File: src/rtl/i2c_pkg.sv
package i2c_pkg;

  localparam int unsigned REG_AW = 4;
  localparam int unsigned BYTE_W = 8;

  localparam logic [REG_AW-1:0] OFF_TGT  = 4'd0;
  localparam logic [REG_AW-1:0] OFF_CMD  = 4'd1;
  localparam logic [REG_AW-1:0] OFF_DAT  = 4'd2;
  localparam logic [REG_AW-1:0] OFF_DIV  = 4'd3;
  localparam logic [REG_AW-1:0] OFF_IEN  = 4'd4;
  localparam logic [REG_AW-1:0] OFF_IRAW = 4'd5;
  localparam logic [REG_AW-1:0] OFF_IGAT = 4'd6;
  localparam logic [REG_AW-1:0] OFF_ICLR = 4'd7;
  localparam logic [REG_AW-1:0] OFF_CFG  = 4'd8;

  localparam int unsigned CMD_GO    = 0;
  localparam int unsigned CMD_START = 1;
  localparam int unsigned CMD_STOP  = 2;
  localparam int unsigned CMD_ACK   = 3;

  localparam int unsigned CFG_LOOP = 0;
  localparam int unsigned CFG_MEN  = 1;

  typedef enum logic [2:0] {
    PH_IDLE,
    PH_START,
    PH_ADDR,
    PH_AACK,
    PH_DATA,
    PH_DACK,
    PH_STOP
  } phase_e;

  // a quarter ends once the counter has reached the divider value
  function automatic logic quarter_done(int unsigned cnt, int unsigned div);
    return cnt >= div;
  endfunction

  function automatic logic [BYTE_W-1:0] pack_status(
      logic busy, logic err, logic adr_nack, logic dat_nack,
      logic arb, logic idle, logic bus_busy);
    return {1'b0, bus_busy, idle, arb, dat_nack, adr_nack, err, busy};
  endfunction

endpackage

File: src/rtl/i2c_quarter_tick.sv
module i2c_quarter_tick #(
  parameter int unsigned DIV_W = 7
) (
  input  logic             clk,
  input  logic             rst_n,
  input  logic             run,
  input  logic [DIV_W-1:0] div,
  output logic             tick
);
  import i2c_pkg::*;

  logic [DIV_W-1:0] cnt;

  assign tick = run && quarter_done(32'(cnt), 32'(div));

  always_ff @(posedge clk or negedge rst_n) begin
    if (!rst_n) begin
      cnt <= '0;
    end else if (!run || tick) begin
      cnt <= '0;
    end else begin
      cnt <= cnt + 1'b1;
    end
  end
endmodule

File: src/rtl/i2c_line_watch.sv
module i2c_line_watch (
  input  logic clk,
  input  logic rst_n,
  input  logic scl,
  input  logic sda,
  output logic start_det,
  output logic stop_det,
  output logic bus_busy
);
  logic scl_q, sda_q;

  assign start_det = scl && scl_q && sda_q && !sda;
  assign stop_det  = scl && scl_q && !sda_q && sda;

  always_ff @(posedge clk or negedge rst_n) begin
    if (!rst_n) begin
      scl_q    <= 1'b1;
      sda_q    <= 1'b1;
      bus_busy <= 1'b0;
    end else begin
      scl_q <= scl;
      sda_q <= sda;
      if (start_det)     bus_busy <= 1'b1;
      else if (stop_det) bus_busy <= 1'b0;
    end
  end
endmodule

File: src/rtl/i2c_byte_fsm.sv
module i2c_byte_fsm (
  input  logic       clk,
  input  logic       rst_n,
  input  logic       tick,
  input  logic       go,
  input  logic       cmd_start,
  input  logic       cmd_stop,
  input  logic       cmd_ack,
  input  logic [7:0] tgt_byte,
  input  logic [7:0] tx_byte,
  input  logic       sda_in,
  output logic       scl_drv,
  output logic       sda_drv,
  output logic       busy,
  output logic       hold,
  output logic       in_data,
  output logic [7:0] rx_byte,
  output logic       rx_valid,
  output logic       done_p,
  output logic       arb_p,
  output logic       adr_nack_p,
  output logic       f_err,
  output logic       f_adr,
  output logic       f_dat,
  output logic       f_arb
);
  import i2c_pkg::*;

  phase_e     st;
  logic [1:0] q;
  logic [2:0] bitn;
  logic [7:0] sh;
  logic       rd, stop_req, ack_req, nack_s;
  logic       rx_mode;

  assign busy    = (st != PH_IDLE);
  assign in_data = (st == PH_DATA);
  assign rx_mode = (st == PH_DATA) && rd;

  always_ff @(posedge clk or negedge rst_n) begin
    if (!rst_n) begin
      st <= PH_IDLE; q <= '0; bitn <= '0; sh <= '0;
      rd <= 1'b0; stop_req <= 1'b0; ack_req <= 1'b0; nack_s <= 1'b0;
      scl_drv <= 1'b0; sda_drv <= 1'b0; hold <= 1'b0;
      rx_byte <= '0; rx_valid <= 1'b0;
      done_p <= 1'b0; arb_p <= 1'b0; adr_nack_p <= 1'b0;
      f_err <= 1'b0; f_adr <= 1'b0; f_dat <= 1'b0; f_arb <= 1'b0;
    end else begin
      done_p     <= 1'b0;
      arb_p      <= 1'b0;
      adr_nack_p <= 1'b0;
      rx_valid   <= 1'b0;
      if (st == PH_IDLE) begin
        if (go) begin
          f_err <= 1'b0; f_adr <= 1'b0; f_dat <= 1'b0; f_arb <= 1'b0;
          stop_req <= cmd_stop;
          ack_req  <= cmd_ack;
          rd       <= tgt_byte[0];
          q        <= '0;
          if (cmd_start) begin
            st <= PH_START;
            sh <= tgt_byte;
          end else if (hold) begin
            st   <= PH_DATA;
            bitn <= 3'd7;
            sh   <= tx_byte;
          end else begin
            f_err  <= 1'b1;
            done_p <= 1'b1;
          end
        end
      end else if (tick) begin
        q <= q + 2'd1;
        case (st)
          PH_START: begin
            case (q)
              2'd0: sda_drv <= 1'b0;
              2'd1: scl_drv <= 1'b0;
              2'd2: sda_drv <= 1'b1;
              default: begin
                scl_drv <= 1'b1;
                hold    <= 1'b1;
                bitn    <= 3'd7;
                st      <= PH_ADDR;
              end
            endcase
          end
          PH_ADDR, PH_DATA: begin
            case (q)
              2'd0: sda_drv <= rx_mode ? 1'b0 : !sh[7];
              2'd1: scl_drv <= 1'b0;
              2'd2: begin
                if (rx_mode) begin
                  sh <= {sh[6:0], sda_in};
                end else if (sh[7] && !sda_in) begin
                  scl_drv <= 1'b0;
                  sda_drv <= 1'b0;
                  hold    <= 1'b0;
                  f_arb   <= 1'b1;
                  f_err   <= 1'b1;
                  arb_p   <= 1'b1;
                  done_p  <= 1'b1;
                  q       <= '0;
                  st      <= PH_IDLE;
                end
              end
              default: begin
                scl_drv <= 1'b1;
                if (!rx_mode) sh <= {sh[6:0], 1'b0};
                if (bitn == 3'd0) begin
                  if (rx_mode) begin
                    rx_byte  <= sh;
                    rx_valid <= 1'b1;
                  end
                  st <= (st == PH_ADDR) ? PH_AACK : PH_DACK;
                end else begin
                  bitn <= bitn - 3'd1;
                end
              end
            endcase
          end
          PH_AACK: begin
            case (q)
              2'd0: sda_drv <= 1'b0;
              2'd1: scl_drv <= 1'b0;
              2'd2: nack_s  <= sda_in;
              default: begin
                scl_drv <= 1'b1;
                if (nack_s) begin
                  f_adr      <= 1'b1;
                  f_err      <= 1'b1;
                  adr_nack_p <= 1'b1;
                  st         <= stop_req ? PH_STOP : PH_IDLE;
                  done_p     <= !stop_req;
                end else begin
                  st   <= PH_DATA;
                  bitn <= 3'd7;
                  sh   <= tx_byte;
                end
              end
            endcase
          end
          PH_DACK: begin
            case (q)
              2'd0: sda_drv <= rd ? ack_req : 1'b0;
              2'd1: scl_drv <= 1'b0;
              2'd2: if (!rd) nack_s <= sda_in;
              default: begin
                scl_drv <= 1'b1;
                if (!rd && nack_s) begin
                  f_dat <= 1'b1;
                  f_err <= 1'b1;
                end
                st     <= stop_req ? PH_STOP : PH_IDLE;
                done_p <= !stop_req;
              end
            endcase
          end
          PH_STOP: begin
            case (q)
              2'd0: sda_drv <= 1'b1;
              2'd1: scl_drv <= 1'b0;
              2'd2: sda_drv <= 1'b0;
              default: begin
                hold   <= 1'b0;
                done_p <= 1'b1;
                st     <= PH_IDLE;
              end
            endcase
          end
          default: st <= PH_IDLE;
        endcase
      end
    end
  end
endmodule

File: src/rtl/i2c_byte_master.sv
module i2c_byte_master #(
  parameter int unsigned DIV_W   = 7,
  parameter int unsigned DIV_RST = 1
) (
  input  logic       clk,
  input  logic       rst_n,
  input  logic       wr_en,
  input  logic [3:0] wr_addr,
  input  logic [7:0] wr_data,
  input  logic [3:0] rd_addr,
  output logic [7:0] rd_data,
  input  logic       scl_i,
  input  logic       sda_i,
  output logic       scl_oe,
  output logic       sda_oe,
  output logic       irq
);
  import i2c_pkg::*;

  localparam int unsigned PAD_W = BYTE_W - DIV_W;

  logic [7:0]       tgt_q, dat_q;
  logic [DIV_W-1:0] div_q;
  logic             ien_q, raw_q, loop_q, men_q;

  // named internal events, also used by the bound checker
  logic       tick, go, clr_wr, busy, hold, in_data;
  logic       done_p, arb_p, adr_nack_p, rx_valid;
  logic       start_det, stop_det, busbsy;
  logic       scl_drv, sda_drv, scl_eff, sda_eff;
  logic       f_err, f_adr, f_dat, f_arb;
  logic [7:0] rx_byte, sts;

  assign go     = wr_en && (wr_addr == OFF_CMD) && wr_data[CMD_GO] && men_q && !busy;
  assign clr_wr = wr_en && (wr_addr == OFF_ICLR) && wr_data[0];

  assign scl_eff = loop_q ? !scl_drv : scl_i;
  assign sda_eff = loop_q ? !sda_drv : sda_i;
  assign scl_oe  = scl_drv && !loop_q;
  assign sda_oe  = sda_drv && !loop_q;
  assign irq     = raw_q && ien_q;

  assign sts = pack_status(busy, f_err, f_adr, f_dat, f_arb, !busy && !hold, busbsy);

  always_ff @(posedge clk or negedge rst_n) begin
    if (!rst_n) begin
      tgt_q  <= '0;
      dat_q  <= '0;
      div_q  <= DIV_W'(DIV_RST);
      ien_q  <= 1'b0;
      raw_q  <= 1'b0;
      loop_q <= 1'b0;
      men_q  <= 1'b0;
    end else begin
      if (wr_en && wr_addr == OFF_TGT) tgt_q <= wr_data;
      if (rx_valid)                        dat_q <= rx_byte;
      else if (wr_en && wr_addr == OFF_DAT) dat_q <= wr_data;
      if (wr_en && wr_addr == OFF_DIV) div_q <= wr_data[DIV_W-1:0];
      if (wr_en && wr_addr == OFF_IEN) ien_q <= wr_data[0];
      if (wr_en && wr_addr == OFF_CFG) begin
        loop_q <= wr_data[CFG_LOOP];
        men_q  <= wr_data[CFG_MEN];
      end
      if (done_p)      raw_q <= 1'b1;
      else if (clr_wr) raw_q <= 1'b0;
    end
  end

  always_comb begin
    case (rd_addr)
      OFF_TGT:  rd_data = tgt_q;
      OFF_CMD:  rd_data = sts;
      OFF_DAT:  rd_data = dat_q;
      OFF_DIV:  rd_data = {{PAD_W{1'b0}}, div_q};
      OFF_IEN:  rd_data = {7'd0, ien_q};
      OFF_IRAW: rd_data = {7'd0, raw_q};
      OFF_IGAT: rd_data = {7'd0, irq};
      OFF_CFG:  rd_data = {6'd0, men_q, loop_q};
      default:  rd_data = '0;
    endcase
  end

  i2c_quarter_tick #(.DIV_W(DIV_W)) u_tick (
    .clk  (clk),
    .rst_n(rst_n),
    .run  (busy),
    .div  (div_q),
    .tick (tick)
  );

  i2c_line_watch u_watch (
    .clk      (clk),
    .rst_n    (rst_n),
    .scl      (scl_eff),
    .sda      (sda_eff),
    .start_det(start_det),
    .stop_det (stop_det),
    .bus_busy (busbsy)
  );

  i2c_byte_fsm u_fsm (
    .clk       (clk),
    .rst_n     (rst_n),
    .tick      (tick),
    .go        (go),
    .cmd_start (wr_data[CMD_START]),
    .cmd_stop  (wr_data[CMD_STOP]),
    .cmd_ack   (wr_data[CMD_ACK]),
    .tgt_byte  (tgt_q),
    .tx_byte   (dat_q),
    .sda_in    (sda_eff),
    .scl_drv   (scl_drv),
    .sda_drv   (sda_drv),
    .busy      (busy),
    .hold      (hold),
    .in_data   (in_data),
    .rx_byte   (rx_byte),
    .rx_valid  (rx_valid),
    .done_p    (done_p),
    .arb_p     (arb_p),
    .adr_nack_p(adr_nack_p),
    .f_err     (f_err),
    .f_adr     (f_adr),
    .f_dat     (f_dat),
    .f_arb     (f_arb)
  );
endmodule

File: config.mk
export PLATFORM = sky130hd
export DESIGN_NAME = i2c_byte_master
export DESIGN_NICKNAME = d
export VERILOG_FILES = /design/src/rtl/i2c_pkg.sv /design/src/rtl/i2c_quarter_tick.sv /design/src/rtl/i2c_line_watch.sv /design/src/rtl/i2c_byte_fsm.sv /design/src/rtl/i2c_byte_master.sv
export SDC_FILE = /design/constraint.sdc
export NUM_CORES = 1
export LEC_CHECK = 0
export ABC_AREA = 1
export BUFFER_PORTS_ARGS = -buffer_cell sky130_fd_sc_hd__buf_2
export CORE_ASPECT_RATIO = 1.5
export CORE_UTILIZATION = 55
export DETAILED_ROUTE_END_ITERATION = 12
export GPL_TIMING_DRIVEN = 0
export PLACE_DENSITY = 0.74
export SYNTH_ARGS = -nofsm -noshare
export SYNTH_HDL_FRONTEND = slang
export SYNTH_SLANG_ARGS = --single-unit
File: constraint.sdc
create_clock -name clk -period 4 [get_ports clk]
set_input_delay 0.4 -clock clk [delete_from_list [all_inputs] [get_ports clk]]
set_output_delay 0.4 -clock clk [all_outputs]
set_load 0.01 [all_outputs]
# Word level (Yosys, flattened, before mapping)
# Index checks and enable logic that the tools add are counted.
[word_totals]
ff_bits = 74
elab_cells = 294
[op_classes]
add_sub_neg = 3
magnitude_cmp = 1
n_eq_ne = 63
mux = 118
n_bitwise = 2
n_reduce_logical = 78
[ops]
columns = ["op", "n"]
rows = [
  ["$mux 8", 11],
  ["$mux 3", 25],
  ["$pmux 8 s8", 1],
  ["$mux 1", 57],
  ["$pmux 8 s2", 2],
  ["$reduce_and 10->1", 3],
  ["$ne 3x2->1 const B", 9],
  ["$logic_and 1x1->1", 24],
  ["$reduce_bool 2->1", 12],
  ["$ne 3x1->1 const B", 7],
  ["$eq 4x3->1 const B", 5],
  ["$ne 2x1->1 const B", 9],
  ["$ne 2x2->1 const B", 9],
  ["$reduce_and 6->1", 3],
  ["$eq 4x2->1 const B", 4],
  ["$reduce_and 8->1", 2],
  ["$pmux 3 s5", 1],
  ["$mux 2", 7],
  ["$pmux 1 s3", 4],
  ["$reduce_bool 3->1", 4],
  ["$reduce_and 11->1", 1],
  ["$logic_not 1->1", 10],
  ["$pmux 1 s2", 5],
  ["$reduce_and 5->1", 2],
  ["other kinds (31)", 48],
]

# Depth between registers and ports, before layout
# Gate-level depths: netlist of run 1.
[logic_depth]
ltp_word = 10
ltp_mapped = 14
ltp_nobuf = 13

# Modules after synthesis
# Synthesis of run 1 repeated with hierarchy kept, for this count alone.
[hier_totals]
hier_cells = 688
hier_area_um2 = 4847.1
[modules_own_cells]
columns = ["mod", "n_inst", "cells_each", "area_per_inst_um2", "seq_area_each_um2"]
rows = [
  ["i2c_byte_fsm", 1, 381, 2607.5, 975.9],
  ["i2c_byte_master", 1, 224, 1587.8, 676.9],
  ["i2c_quarter_tick", 1, 70, 533.0, 175.2],
  ["i2c_line_watch", 1, 13, 118.9, 77.6],
]

# Worst setup path after synthesis of run 1
# OpenSTA, ideal clock, no wires.
[synth_timing]
path_type = "register to register"
from = "register div_q[0]"
to = "register u_fsm.rx_byte[6]"
setup_time_ps = 126
t_arrival_ps = 1588
required_time_ps = 3874
path_slack_ps = 2286
path_stages_with_launch = 13
n_path_buf = 1
period_less_slack_ps = 1714
cell_sequence = "dfstp_2 -> ha_1 -> inv_1 -> nand2_1 -> nand2_1 -> nand2_1 -> nand2_1 -> nand2_1 -> nand2_1 -> inv_1 -> nand2_1 -> buf_2 -> o21ai_0"
[synth_between]
elab_chain_len = 3
[synth_lines]
columns = ["element", "line", "source"]
rows = [
  ["from (decl)", "i2c_byte_master.sv:23", "logic [DIV_W-1:0] div_q;"],
  ["from (signal assigned)", "i2c_byte_master.sv:49", "div_q <= DIV_W'(DIV_RST);"],
  ["from (signal assigned)", "i2c_byte_master.sv:58", "if (wr_en && wr_addr == OFF_DIV) div_q <= wr_data[DIV_W-1:0];"],
  ["$ge 7x7->1", "i2c_pkg.sv:36", "return cnt >= div;"],
  ["$logic_and 1x1->1", "i2c_quarter_tick.sv:14", "assign tick = run && quarter_done(32'(cnt), 32'(div));"],
  ["$reduce_and 6->1 (no line)", "n/a", ""],
  ["to (signal assigned)", "i2c_byte_fsm.sv:112", "rx_byte <= sh;"],
  ["to (decl)", "i2c_byte_fsm.sv:17", "output logic [7:0] rx_byte,"],
]
# Every way passes these cells.
# A chain may end at the register's enable or synchronous reset.

# Worst setup path after layout of run 1
[layout_timing]
from = "register u_fsm.st[1]"
to = "output port rd_data[0]"
[layout_between]
elab_chain_len = 2
[layout_lines]
columns = ["element", "line", "source"]
rows = [
  ["from (decl)", "i2c_byte_fsm.sv:29", "phase_e st;"],
  ["from (signal assigned)", "i2c_byte_fsm.sv:115", "st <= (st == PH_ADDR) ? PH_AACK : PH_DACK;"],
  ["from (signal assigned)", "i2c_byte_fsm.sv:133", "st <= stop_req ? PH_STOP : PH_IDLE;"],
  ["from (signal assigned)", "i2c_byte_fsm.sv:154", "st <= stop_req ? PH_STOP : PH_IDLE;"],
  ["$reduce_bool 3->1", "i2c_byte_fsm.sv:36", "assign busy = (st != PH_IDLE);"],
  ["$pmux 8 s8", "i2c_byte_master.sv:70", "case (rd_addr)"],
  ["to (decl)", "i2c_byte_master.sv:11", "output logic [7:0] rd_data,"],
]
# Every way passes these cells.

==> results by group, run 1 <==
Worst setup path
  – Required time of the worst setup path: 3.60 ns
  – CP endpoint kind: primary output
  – R2R cell count: 12
  – Critical R2R Capture: u_fsm.rx_byte[1]$_DFFE_PN0P_
  – Arr. time, crit path: 1.82 ns
  – Kind of critical path: flip-flop to primary output
  – Reg2reg setup slack: 1.84 ns
  – CP Launch Type: flip-flop
  – R2R Path Start: div_q[0]$_DFFE_PN1P_
  – Critical Path Fanout Max: 10

Timing
  – Slew Limit Fails: 0
  – Crit path time final: 2.218 ns
  – WHS: 0.3182 ns
  – Setup violations, final: 0
  – Skew final: 0.006646 ns
  – Actual slew at the worst max-slew pin: 0.4337 ns
  – Setup repair after global routing missed its margin: false
  – Worst relative slew slack: 71.09%
  – Fmax: 0.4509 GHz
  – Period utilisation layout: 55.45%
  – Setup ws final: 1.782 ns
  – Total Neg Setup Slack: 0 ns
  – Hold Vio Cnt, Final: 0

Route
  – Drt drc: 0
  – Drt wl/cell: 16.68 um
  – DRT Wirelength: 13.08 mm
  – Iter 0 DRT Violations: 292
  – Via count: 4,393
  – Drt first pass iters: 7
  – Routed Antenna Nets: 0
  – Via density: 5.603

Worst hold path
  – Hold WC Path Type: primary input to flip-flop
  – HP Start: sda_i
  – Hold depth: 3
  – Min-Delay Endpoint: u_watch.sda_q$_DFF_PN1_

Synthesis
  – Synth area leaders: dfrtp_1, nand2_1, inv_1
  – Number of synthesized flops with an enable pin: 0
  – Post-Synthesis Cells: 630
  – Avg Cell Area, Syn: 7.213 um2
  – YS warnings: 0
  – Main flop type after synthesis: dfrtp_1
  – Net Count, Synth: 665
  – Synth area leader: dfrtp_1
  – Register area share after synthesis: 40.83%
  – Register bit total from synthesis: 74
  – Post-synth top area share: 39.10%
  – Synth cell types: 37
  – Cell Area, Synth: 4544 um2
  – FFs w/ async S/R, synth: 100.0%

Cells and area
  – Net count, final: 709
  – Final instance count without filler cells: 784
  – Design area: 5176 um2
  – Area delta synth->final: 13.90%
  – Layout cells sized above 1: 12.37%
  – Fillers: 720
  – Antenna cell count: 0

Clock network
  – Clk slew on worst S/H paths: 0.06 ns
  – Clock Latency Late Sink: 0.34 ns
  – Longest Clk Path Bufs: 2
  – H-tree levels: 3
  – Root buffer cell: clkbuf_16
  – Post CTS Setup Buffer Count: 0
  – CTS Buf Count: 9
  – CTS Sinks: 74
  – CTS tree: yes

GRT
  – Grt ovf: 0
  – Initial antenna violation count: 0
  – Global-route wire length before repair: 21.34 mm
  – Vias in the first global route: 4,374
  – Total GRT Usage: 32.12%
  – Largest net degree at the start of global routing: 57

Place
  – Placed Cells: 767
  – Routability cong.: 0.9645
  – PortBufs: 31
  – DPL Wire Length: 10.01 mm
  – Post-Place Worst Slack: 1.899 ns
  – Post-DP Area: 4861 um2

Run
  – Max Cap Viol: 0

Power and ir drop
  – P_int: 1925 uW
  – Max VDD drop: 0.3707 mV
  – Power share of the combinational group: 44.1%
  – Seq pwr share: 31.6%
  – Clk pwr share: 24.3%
  – Cell Pwr Density: 661.8 nW/um2
  – Sw Pwr: 1501 uW
  – Sw frac: 43.81%
  – Leakage: 0.002788 uW

Run status
  – Status: completed

Floorplan
  – Die Y: 113.3 um
  – Starting Density: 56.75%
  – Die area: 8638 um2
  – Die W: 76.22 um
  – # rows: 40
  – Io pins: 32
  – Core Box Area: 8008 um2
-- critical path, cell delays in order (launching register included) --
cell	delay [ns]
dfrtp_1	0.37
buf_6	0.15
nor2_8	0.14
nand2_4	0.13
buf_2	0.23
a21oi_1	0.19
nand4_1	0.11
buf_2	0.16
-- per-stage QoR --
stage	util (%)	total power, uW
after floorplan	-	2124
after global placement	60.33	2539
after detailed placement	60.70	2575
after CTS	64.64	3411
after global routing	64.64	3650
final	64.64	3425
-- synth_stat cells, types with 7 or more instances --
cell type / n
ha_1: 14
nand2_1: 197
nand4_1: 13
nand3_1: 58
o211ai_1: 16
inv_1: 89
o21ai_0: 55
o22ai_1: 7
nor2_1: 38
dfrtp_1: 71
a21oi_1: 19
-- worst max path at each step --
| stage | from | end | slack, ns | depth (start not counted) |
|---|---|---|---|---|
| final | u_fsm.st[1]$_DFFE_PN0P_ | rd_data[0] | 1.78 | 7 |
| after global routing | u_tick.cnt[0]$_DFF_PN0_ | u_fsm.st[1]$_DFFE_PN0P_ | 1.69 | 13 |
| after CTS | u_fsm.st[1]$_DFFE_PN0P_ | rd_data[5] | 1.79 | 6 |
| after detailed placement | div_q[6]$_DFFE_PN0P_ | u_fsm.rx_byte[1]$_DFFE_PN0P_ | 1.90 | 11 |
| after global placement | u_fsm.q[0]$_DFFE_PN0P_ | u_fsm.st[0]$_DFFE_PN0P_ | 1.94 | 11 |
| after floorplan | div_q[0]$_DFFE_PN1P_ | u_fsm.rx_byte[6]$_DFFE_PN0P_ | 2.29 | 12 |
-- layout make-up --
| class | count | area [um2] | share of cell area, % |
|---|---|---|---|
| inverter | 92 | 347.8 | 6.720 |
| tap | 105 | 131.4 | 2.538 |
| sequential | 74 | 1856 | 35.85 |
| clock inverter | 5 | 52.55 | 1.015 |
| timing repair buffer | 33 | 195.2 | 3.771 |
| multi-input combinational | 450 | 2245 | 43.36 |
| clock buffer | 11 | 252.7 | 4.883 |
| buffer | 14 | 96.34 | 1.861 |
-- state kept, by name, indices dropped and copies added, names as in the netlist, 2 cells and up --
register	cells
u_fsm.rx_byte	8
div_q	7
u_fsm.bitn	3
u_fsm.st	3
tgt_q	8
u_tick.cnt	7
u_fsm.q	2
u_fsm.sh	8
dat_q	8
-- power by group through the flow --
stage	logic (uW)	clock network, uW	registers [uW]
final	1510	833	1080
after global routing	1680	867	1100
after detailed placement	1490	0	1090
after global placement	1460	0	1080
after CTS	1500	832	1080
after floorplan	1090	0	1040
-- metal layers --
layer  up-vias  part of all wire [%]  wire length (um)  track usage [%]
met5         -                     0                 0                0
met4         0                   4.2               555            17.18
met3        43                   4.6               602            4.919
met2       164                    53              6918            58.56
met1      2056                    38              5005            35.66
li1       2130                     -                 -                -
-- what timing repair did --
| action | 4_1_cts | 5_1_grt |
|---|---|---|
| hold endpoints to repair | 18 | 0 |
| gates resized for setup | 0 | 0 |
| hold buffers | 1 | 0 |
-- logic make-up after synthesis --
group | synth area share [%]
adders and majority gates | 3.855
buffers and inverters | 9.774
AOI/OAI and AO/OA | 13.24
DFF | 40.83
xor gates and xnor gates | 0.5783
and+or+nand+nor | 31.72
-- placed cells by master, fill, tap and decap left out, drive strengths merged, types with 2 or more instances in the layout --
cell type	count
a21oi	20
buf	42
clkbuf	15
clkinv	4
dfrtp	71
dfstp	3
ha	14
inv	91
nand2	202
nand3	62
nand4	14
nor2	46
nor3	2
o211ai	16
o21ai	58
o22ai	7
xnor2	2
No activity file was read; power rests on OpenSTA's default activity.
==> run 2, diff against run 1 <==
- clock period: 4 -> 2.05 ns (I/O delays scaled with it)
==> run 2 against run 1 <==
  * Via count increased by 0.75%
  * Critical endpoint is now rd_data[5]
  * Clock skew down 0.00067 ns
  * Total power rose by 100%
==> results by group, run 2 (same netlist as run 1, synthesis figures left out) <==
Clock network
  – CTS tree: yes (unchanged)
  – CTS Buf Count: 9 (unchanged)
  – Clk slew on worst S/H paths: 0.06 ns (about the same)
  – CTS Sinks: 74 (unchanged)
  – Root buffer cell: clkbuf_16 (unchanged)
  – H-tree levels: 3 (unchanged)
  – Clock Latency Late Sink: 0.34 ns (about the same)
  – Longest Clk Path Bufs: 2 (unchanged)

Timing
  – Period utilisation layout: 96.72%
  – Worst relative slew slack: 70.95% (was 71.09%)
  – Hold Vio Cnt, Final: 0 (unchanged)
  – WHS: 0.1194 ns (was 0.3182 ns)
  – Fmax: 0.5043 GHz
  – Skew final: 0.005980 ns (was 0.006646 ns)
  – Crit path time final: 1.983 ns
  – Actual slew at the worst max-slew pin: 0.4357 ns (was 0.4337 ns)
  – Slew Limit Fails: 0 (unchanged)
  – Setup violations, final: 0 (unchanged)
  – Total Neg Setup Slack: 0 ns (unchanged)

Worst setup path
  – R2R Path Start: div_q[0]$_DFFE_PN1P_ (unchanged)
  – CP Launch Type: flip-flop (unchanged)
  – Critical Path Fanout Max: 10 (unchanged)
  – CP startpoint: u_fsm.st[1]$_DFFE_PN0P_ (unchanged)
  – Required time of the worst setup path: 1.85 ns (was 3.60 ns)
  – Arr. time, crit path: 1.78 ns (was 1.82 ns)
  – Kind of critical path: flip-flop to primary output (unchanged)
  – CP endpoint kind: primary output (unchanged)

Cells and area
  – Design area: 5271 um2 (was 5176 um2)
  – Net count, final: 715 (was 709)
  – Commonest non-fill, non-tap cell in the layout: nand2_1 (unchanged)
  – Area delta synth->final: 16.00% (was 13.90%)
  – Fillers: 701 (was 720)
  – Most frequent cells in the layout: nand2_1, inv_1, dfrtp_1 (unchanged)
  – Layout cells sized above 1: 14.31% (was 12.37%)
  – Antenna cell count: 0 (unchanged)

Place
  – PortBufs: 31 (unchanged)
  – Routability cong.: 0.9645 (unchanged)
  – Post-DP Area: 4861 um2 (unchanged)
  – DPL Wire Length: 10.01 mm (unchanged)

GRT
  – Global-route wire length before repair: 21.33 mm (was 21.34 mm)
  – Largest net degree at the start of global routing: 57 (unchanged)
  – Total GRT Usage: 32.12% (unchanged)
  – Grt ovf: 0 (unchanged)
  – Vias in the first global route: 4,371 (was 4,374)
  – Initial antenna violation count: 0 (unchanged)

Floorplan
  – Die area: 8638 um2 (unchanged)
  – Starting Density: 56.75% (unchanged)
  – # rows: 40 (unchanged)
  – Die Y: 113.3 um (unchanged)
  – Io pins: 32 (unchanged)
  – Core Box Area: 8008 um2 (unchanged)
  – Die W: 76.22 um (unchanged)

Route
  – Via count: 4,426 (was 4,393)
  – Drt drc: 0 (unchanged)
  – Drt wl/cell: 16.64 um (was 16.68 um)
  – DRT Wirelength: 13.15 mm (was 13.08 mm)
  – Iter 0 DRT Violations: 295 (was 292)
  – Drt first pass iters: 5 (was 7)
  – Via density: 5.603 (about the same)
  – Routed Antenna Nets: 0 (unchanged)

Run status
  – Status: completed (unchanged)

Worst hold path
  – HP Start: sda_i (unchanged)
  – Hold WC Path Type: primary input to flip-flop (unchanged)

Power and ir drop
  – Cell Pwr Density: 1307 nW/um2 (was 661.8 nW/um2)
  – Max VDD drop: 0.6974 mV (was 0.3707 mV)
  – Leakage: 0.002847 uW (was 0.002788 uW)

Run
  – Max Cap Viol: 0 (unchanged)
==> run 2: changes by cell type in the layout (fill, tap and decap cells not counted), sizes merged <==
cell,before,now
buf,42,48
==> run 2: repair_timing <==
action,CTS,global route
setup endpoints to repair,12,31
resized for setup,3,15
hold buffers,1,0
pin swaps,0,2
buffers inserted,0,6
endpoints found under the hold margin,18,0
==> run 2: layer usage <==
layer	vias to the layer above	wire (um)	track usage (%)
met3	45	560	4.919
li1	2145	-	-
met2	145	6954	58.56
met5	-	0	0
met1	2091	5064	35.66
met4	0	565	17.18
==> run 2: cell type report <==
| type | instances | area [um2] | area share (%) |
|---|---|---|---|
| Inverter | 92 | 347.8 | 6.599 |
| Clock buffer | 11 | 252.7 | 4.795 |
| Clock inverter | 5 | 52.55 | 0.9969 |
| Timing Repair Buffer | 39 | 240.2 | 4.557 |
| Tap cell | 105 | 131.4 | 2.492 |
| Buffer | 14 | 102.6 | 1.946 |
| Sequential cell | 74 | 1856 | 35.20 |
| Multi-Input combinational cell | 450 | 2288 | 43.41 |
==> run 2: critical path, stage by stage (launching register included) <==
cell,delay [ns]
dfrtp_1,0.37
buf_6,0.15
nor2_8,0.15
nand2_4,0.13
buf_4,0.22
o31ai_1,0.25
buf_2,0.17
==> run 2: power breakdown <==
group          total (uW)  internal (uW)  leakage [uW]  switching [uW]
Combinational        3150           1060       0.00175            2080
Sequential           2110           1820      0.000942             289
Clock                1630           1000      0.000151             628
==> run 2: metrics by stage <==
step	power (uW)	std cells	util, %	setup WS [ns]
after global routing	7331	790	65.83	-0.03557
after global placement	4954	766	60.33	-0.01141
after detailed placement	5024	767	60.70	-0.05056
final	6890	790	65.83	0.06719
after CTS	6672	784	64.77	0.002187
after floorplan	4145	630	-	0.3358
==> run 2: worst paths after layout <==
kind,endpoint,slack (ns),cells past startpoint
min in group asynchronous,u_fsm.rx_valid$_DFF_PN0_,0.28,2
max in group asynchronous,u_watch.scl_q$_DFF_PN1_,1.15,3
setup reg to reg,u_fsm.rx_byte[1]$_DFFE_PN0P_,0.10,12
hold / removal,u_watch.sda_q$_DFF_PN1_,0.12,3
setup / recovery,rd_data[5],0.07,6
hold reg to reg,raw_q$_DFFE_PN0P_,0.43,1
==> run 3, diff against run 2 <==
- ABC_AREA: 1 -> not set
- CELL_PAD_IN_SITES_DETAIL_PLACEMENT: not set -> 0
- CELL_PAD_IN_SITES_GLOBAL_PLACEMENT: not set -> 2
- CORE_UTILIZATION: 55 -> 39
- PLACE_DENSITY: 0.74 -> not set
- PLACE_DENSITY_LB_ADDON: not set -> 0.1
==> run 3 against run 2 <==
  * Die area up 41%
  * The run now ends with setup timing left
  * Total power up 19%
  * Core utilization decreased by 14 points
  * Clock-buffer cell count up 1
  * Flip-flop and latch count is the same
  * Final cell count shrank 12%
  * Non-clock buffer count increased by 31
  * Clock power is 8% lower
  * Setup slack got worse by 0.15 ns
  * Critical path depth did not move
  * Maximum frequency shrank 6.9%
  * Sequential share of layout area is 4.0 points lower
==> results by group, run 3 <==
Run status
  – Status: finished with violations (was completed)
  – Violated checks: setup timing

Cells and area
  – Fillers: 1,084 (was 701)
  – Net count, final: 578 (was 715)
  – Layout cells sized above 1: 33.58% (was 14.31%)
  – Commonest non-fill, non-tap cell in the layout: dfrtp_1 (was nand2_1)
  – Most frequent cells in the layout: dfrtp_1, nor2_1, buf_2 (was nand2_1, inv_1, dfrtp_1)
  – Final instance count without filler cells: 698 (was 790)
  – Area delta synth->final: 30.34% (was 16.00%)
  – Antenna cell count: 0 (unchanged)

Route
  – DRT Wirelength: 14.90 mm (was 13.15 mm)
  – Routed Antenna Nets: 0 (unchanged)
  – Drt first pass iters: 5 (unchanged)
  – Via count: 4,027 (was 4,426)
  – Via density: 5.769 (was 5.603)
  – Iter 0 DRT Violations: 189 (was 295)
  – Drt wl/cell: 21.35 um (was 16.64 um)
  – Drt drc: 0 (unchanged)

Timing
  – Setup violations, final: 19 (was 0)
  – Setup ws final: -0.07975 ns (was 0.06719 ns)
  – Fmax: 0.4695 GHz (was 0.5043 GHz)
  – Crit path time final: 2.130 ns (was 1.983 ns)
  – Period utilisation layout: 103.9% (was 96.72%)
  – Hold Vio Cnt, Final: 0 (unchanged)
  – Total Neg Setup Slack: -0.9232 ns (was 0 ns)
  – WHS: 0.1219 ns (was 0.1194 ns)
  – Actual slew at the worst max-slew pin: 0.9193 ns (was 0.4357 ns)
  – Slew Limit Fails: 0 (unchanged)
  – Worst relative slew slack: 38.71% (was 70.95%)
  – Skew final: 0.006985 ns (was 0.005980 ns)
  – Setup repair after global routing missed its margin: true

Clock network
  – Root buffer cell: clkbuf_16 (unchanged)
  – CTS tree: yes (unchanged)
  – CTS Sinks: 74 (unchanged)
  – Longest Clk Path Bufs: 2 (unchanged)
  – Clock Latency Late Sink: 0.33 ns (was 0.34 ns)
  – CTS Buf Count: 9 (unchanged)
  – Clk slew on worst S/H paths: 0.06 ns (about the same)
  – H-tree levels: 3 (unchanged)

Floorplan
  – Io pins: 32 (unchanged)
  – Die area: 12,170 um2 (was 8638 um2)
  – Die Y: 134.6 um (was 113.3 um)
  – Core Box Area: 11,470 um2 (was 8008 um2)
  – Die W: 90.42 um (was 76.22 um)
  – # rows: 48 (was 40)
  – Starting Density: 39.87% (was 56.75%)

Worst setup path
  – Required time of the worst setup path: 2.27 ns (was 1.85 ns)
  – CP endpoint kind: flip-flop (was primary output)
  – R2R cell count: 6 (was 12)
  – Arr. time, crit path: 2.35 ns (was 1.78 ns)
  – Critical R2R Capture: u_fsm.st[0]$_DFFE_PN0P_ (was u_fsm.rx_byte[1]$_DFFE_PN0P_)
  – Reg2reg setup slack: -0.08 ns (was 0.10 ns)
  – R2R Path Start: u_fsm.st[1]$_DFFE_PN0P_ (was div_q[0]$_DFFE_PN1P_)
  – CP Launch Type: flip-flop (unchanged)
  – Kind of critical path: flip-flop to flip-flop (was flip-flop to primary output)
  – Critical Path Fanout Max: 8 (was 10)

Synthesis
  – Post-synth top cells: dfrtp_1, nor2_1, mux2_2 (was nand2_1, inv_1, dfrtp_1)
  – YS warnings: 0 (unchanged)
  – Post-Synthesis Cells: 474 (was 630)
  – Register area share after synthesis: 40.57% (was 40.83%)
  – Main flop type after synthesis: dfrtp_1 (unchanged)
  – Synth area leaders: dfrtp_1, mux2_2, mux2i_1 (was dfrtp_1, nand2_1, inv_1)
  – Avg Cell Area, Syn: 9.648 um2 (was 7.213 um2)
  – Cell Area, Synth: 4573 um2 (was 4544 um2)
  – Register bit total from synthesis: 74 (unchanged)
  – Synth area leader: dfrtp_1 (unchanged)
  – Synth cell types: 69 (was 37)
  – Post-synth top area share: 38.85% (was 39.10%)
  – Count leader, synth: dfrtp_1 (was nand2_1)
  – FFs w/ async S/R, synth: 100.0% (unchanged)
  – Net Count, Synth: 509 (was 665)
  – Number of synthesized flops with an enable pin: 0 (unchanged)

Place
  – DPL Wire Length: 10.49 mm (was 10.01 mm)
  – Placed Cells: 654 (was 767)
  – Routability cong.: 0.8984 (was 0.9645)
  – Post-Place Worst Slack: -0.5000 ns (was -0.05056 ns)
  – PortBufs: 29 (was 31)

Worst hold path
  – HP Start: scl_i (was sda_i)
  – Min-Delay Endpoint: u_watch.scl_q$_DFF_PN1_ (was u_watch.sda_q$_DFF_PN1_)
  – Hold WC Path Type: primary input to flip-flop (unchanged)
  – Hold depth: 3 (unchanged)

GRT
  – Grt ovf: 0 (unchanged)
  – Largest net degree at the start of global routing: 52 (was 57)
  – Vias in the first global route: 4,084 (was 4,371)
  – Total GRT Usage: 25.14% (was 32.12%)
  – Global-route wire length before repair: 23.02 mm (was 21.33 mm)
  – Initial antenna violation count: 0 (unchanged)

Power and ir drop
  – Max VDD drop: 0.6466 mV (was 0.6974 mV)
  – Cell Pwr Density: 1379 nW/um2 (was 1307 nW/um2)
  – Leakage: 0.002601 uW (was 0.002847 uW)

Run
  – Max Cap Viol: 0 (unchanged)
==> run 3: cell count changes in the layout (fill, tap and decap cells not counted), sizes merged, moves of 31 or more <==
cell   before  now
nand2     202   29
inv        91   30
o21ai      58   25
mux2i       0   31
nand3      62   11
mux2        0   37
==> run 3: worst max path at each step <==
stage	start	to	slack [ns]	depth (start not counted)
final	u_fsm.st[1]$_DFFE_PN0P_	u_fsm.st[0]$_DFFE_PN0P_	-0.08	6
after global routing	u_fsm.q[1]$_DFFE_PN0P_	u_fsm.scl_drv$_DFFE_PN0P_	-0.14	8
after CTS	div_q[5]$_DFFE_PN0P_	u_fsm.scl_drv$_DFFE_PN0P_	-0.12	7
after detailed placement	u_tick.cnt[5]$_DFF_PN0_	u_fsm.rx_byte[7]$_DFFE_PN0P_	-0.50	5
after global placement	u_tick.cnt[5]$_DFF_PN0_	u_fsm.rx_byte[2]$_DFFE_PN0P_	-0.46	5
after floorplan	u_tick.cnt[5]$_DFF_PN0_	u_fsm.sh[7]$_DFFE_PN0P_	-0.08	5
==> run 3: kinds of logic (layout without fill, tap and decap cells) <==
| logic type | count (synthesis) | count (layout) | share of synthesized area, % |
|---|---|---|---|
| AOI/OAI and AO/OA | 117 | 117 | 17.89 |
| muxes | 68 | 68 | 15.90 |
| and+or+nand+nor | 137 | 138 | 15.29 |
| buffers and inverters | 57 | 130 | 5.143 |
| adders and majority gates | 15 | 15 | 4.049 |
| xor gates and xnor gates | 6 | 6 | 1.149 |
| DFF | 74 | 74 | 40.57 |
==> run 3: stage by stage <==
step	power [uW]	util (%)	instance area [um2]
6_report	8220	51.96	5961
5_1_grt	8716	51.96	5961
4_1_cts	7875	49.92	5727
3_5_place_dp	5645	43.38	4976
3_3_place_gp	5617	43.12	4946
2_1_floorplan	4599	-	4613
==> run 3: report_power, final <==
part | switching (uW) | total, uW | internal, uW
sequential | 401 | 2260 | 1860
combinational | 2450 | 4450 | 2000
clock | 618 | 1500 | 884
==> run 3: worst max-delay path, stage by stage (launching register included) <==
cell      delay [ns]
dfrtp_2         0.44
buf_4           0.16
nor3_4          0.48
o41ai_4         0.23
o221ai_2        0.16
a211o_2         0.21
mux2_2          0.33
==> run 3: timing repair <==
action / 4_1_cts / 5_1_grt
resized for setup: 58 / 49
pin swaps: 15 / 19
setup buffers: 22 / 7
endpoints found under the hold margin: 20 / 0
hold buffers: 1 / 0
gates cloned: 1 / 0
endpoints found under the setup margin: 56 / 41
==> run 3: layout make-up <==
class | instances | area, um2 | area share, %
Clock inverter | 4 | 26.28 | 0.4408
Tap cell | 150 | 187.7 | 3.149
Inverter | 30 | 112.6 | 1.889
Timing Repair Buffer | 59 | 475.5 | 7.976
Buffer | 25 | 186.4 | 3.128
Clock buffer | 12 | 256.5 | 4.303
Multi-Input combinational cell | 344 | 2856 | 47.92
Sequential cell | 74 | 1859 | 31.19
==> run 3: per-layer routing <==
layer,vias up,part of all wire (%),global-route usage [%]
met2,94,51,44.78
met5,-,0,0
met1,2019,42,30.50
met4,0,3.7,10.66
li1,1879,-,-
met3,35,2.8,3.097
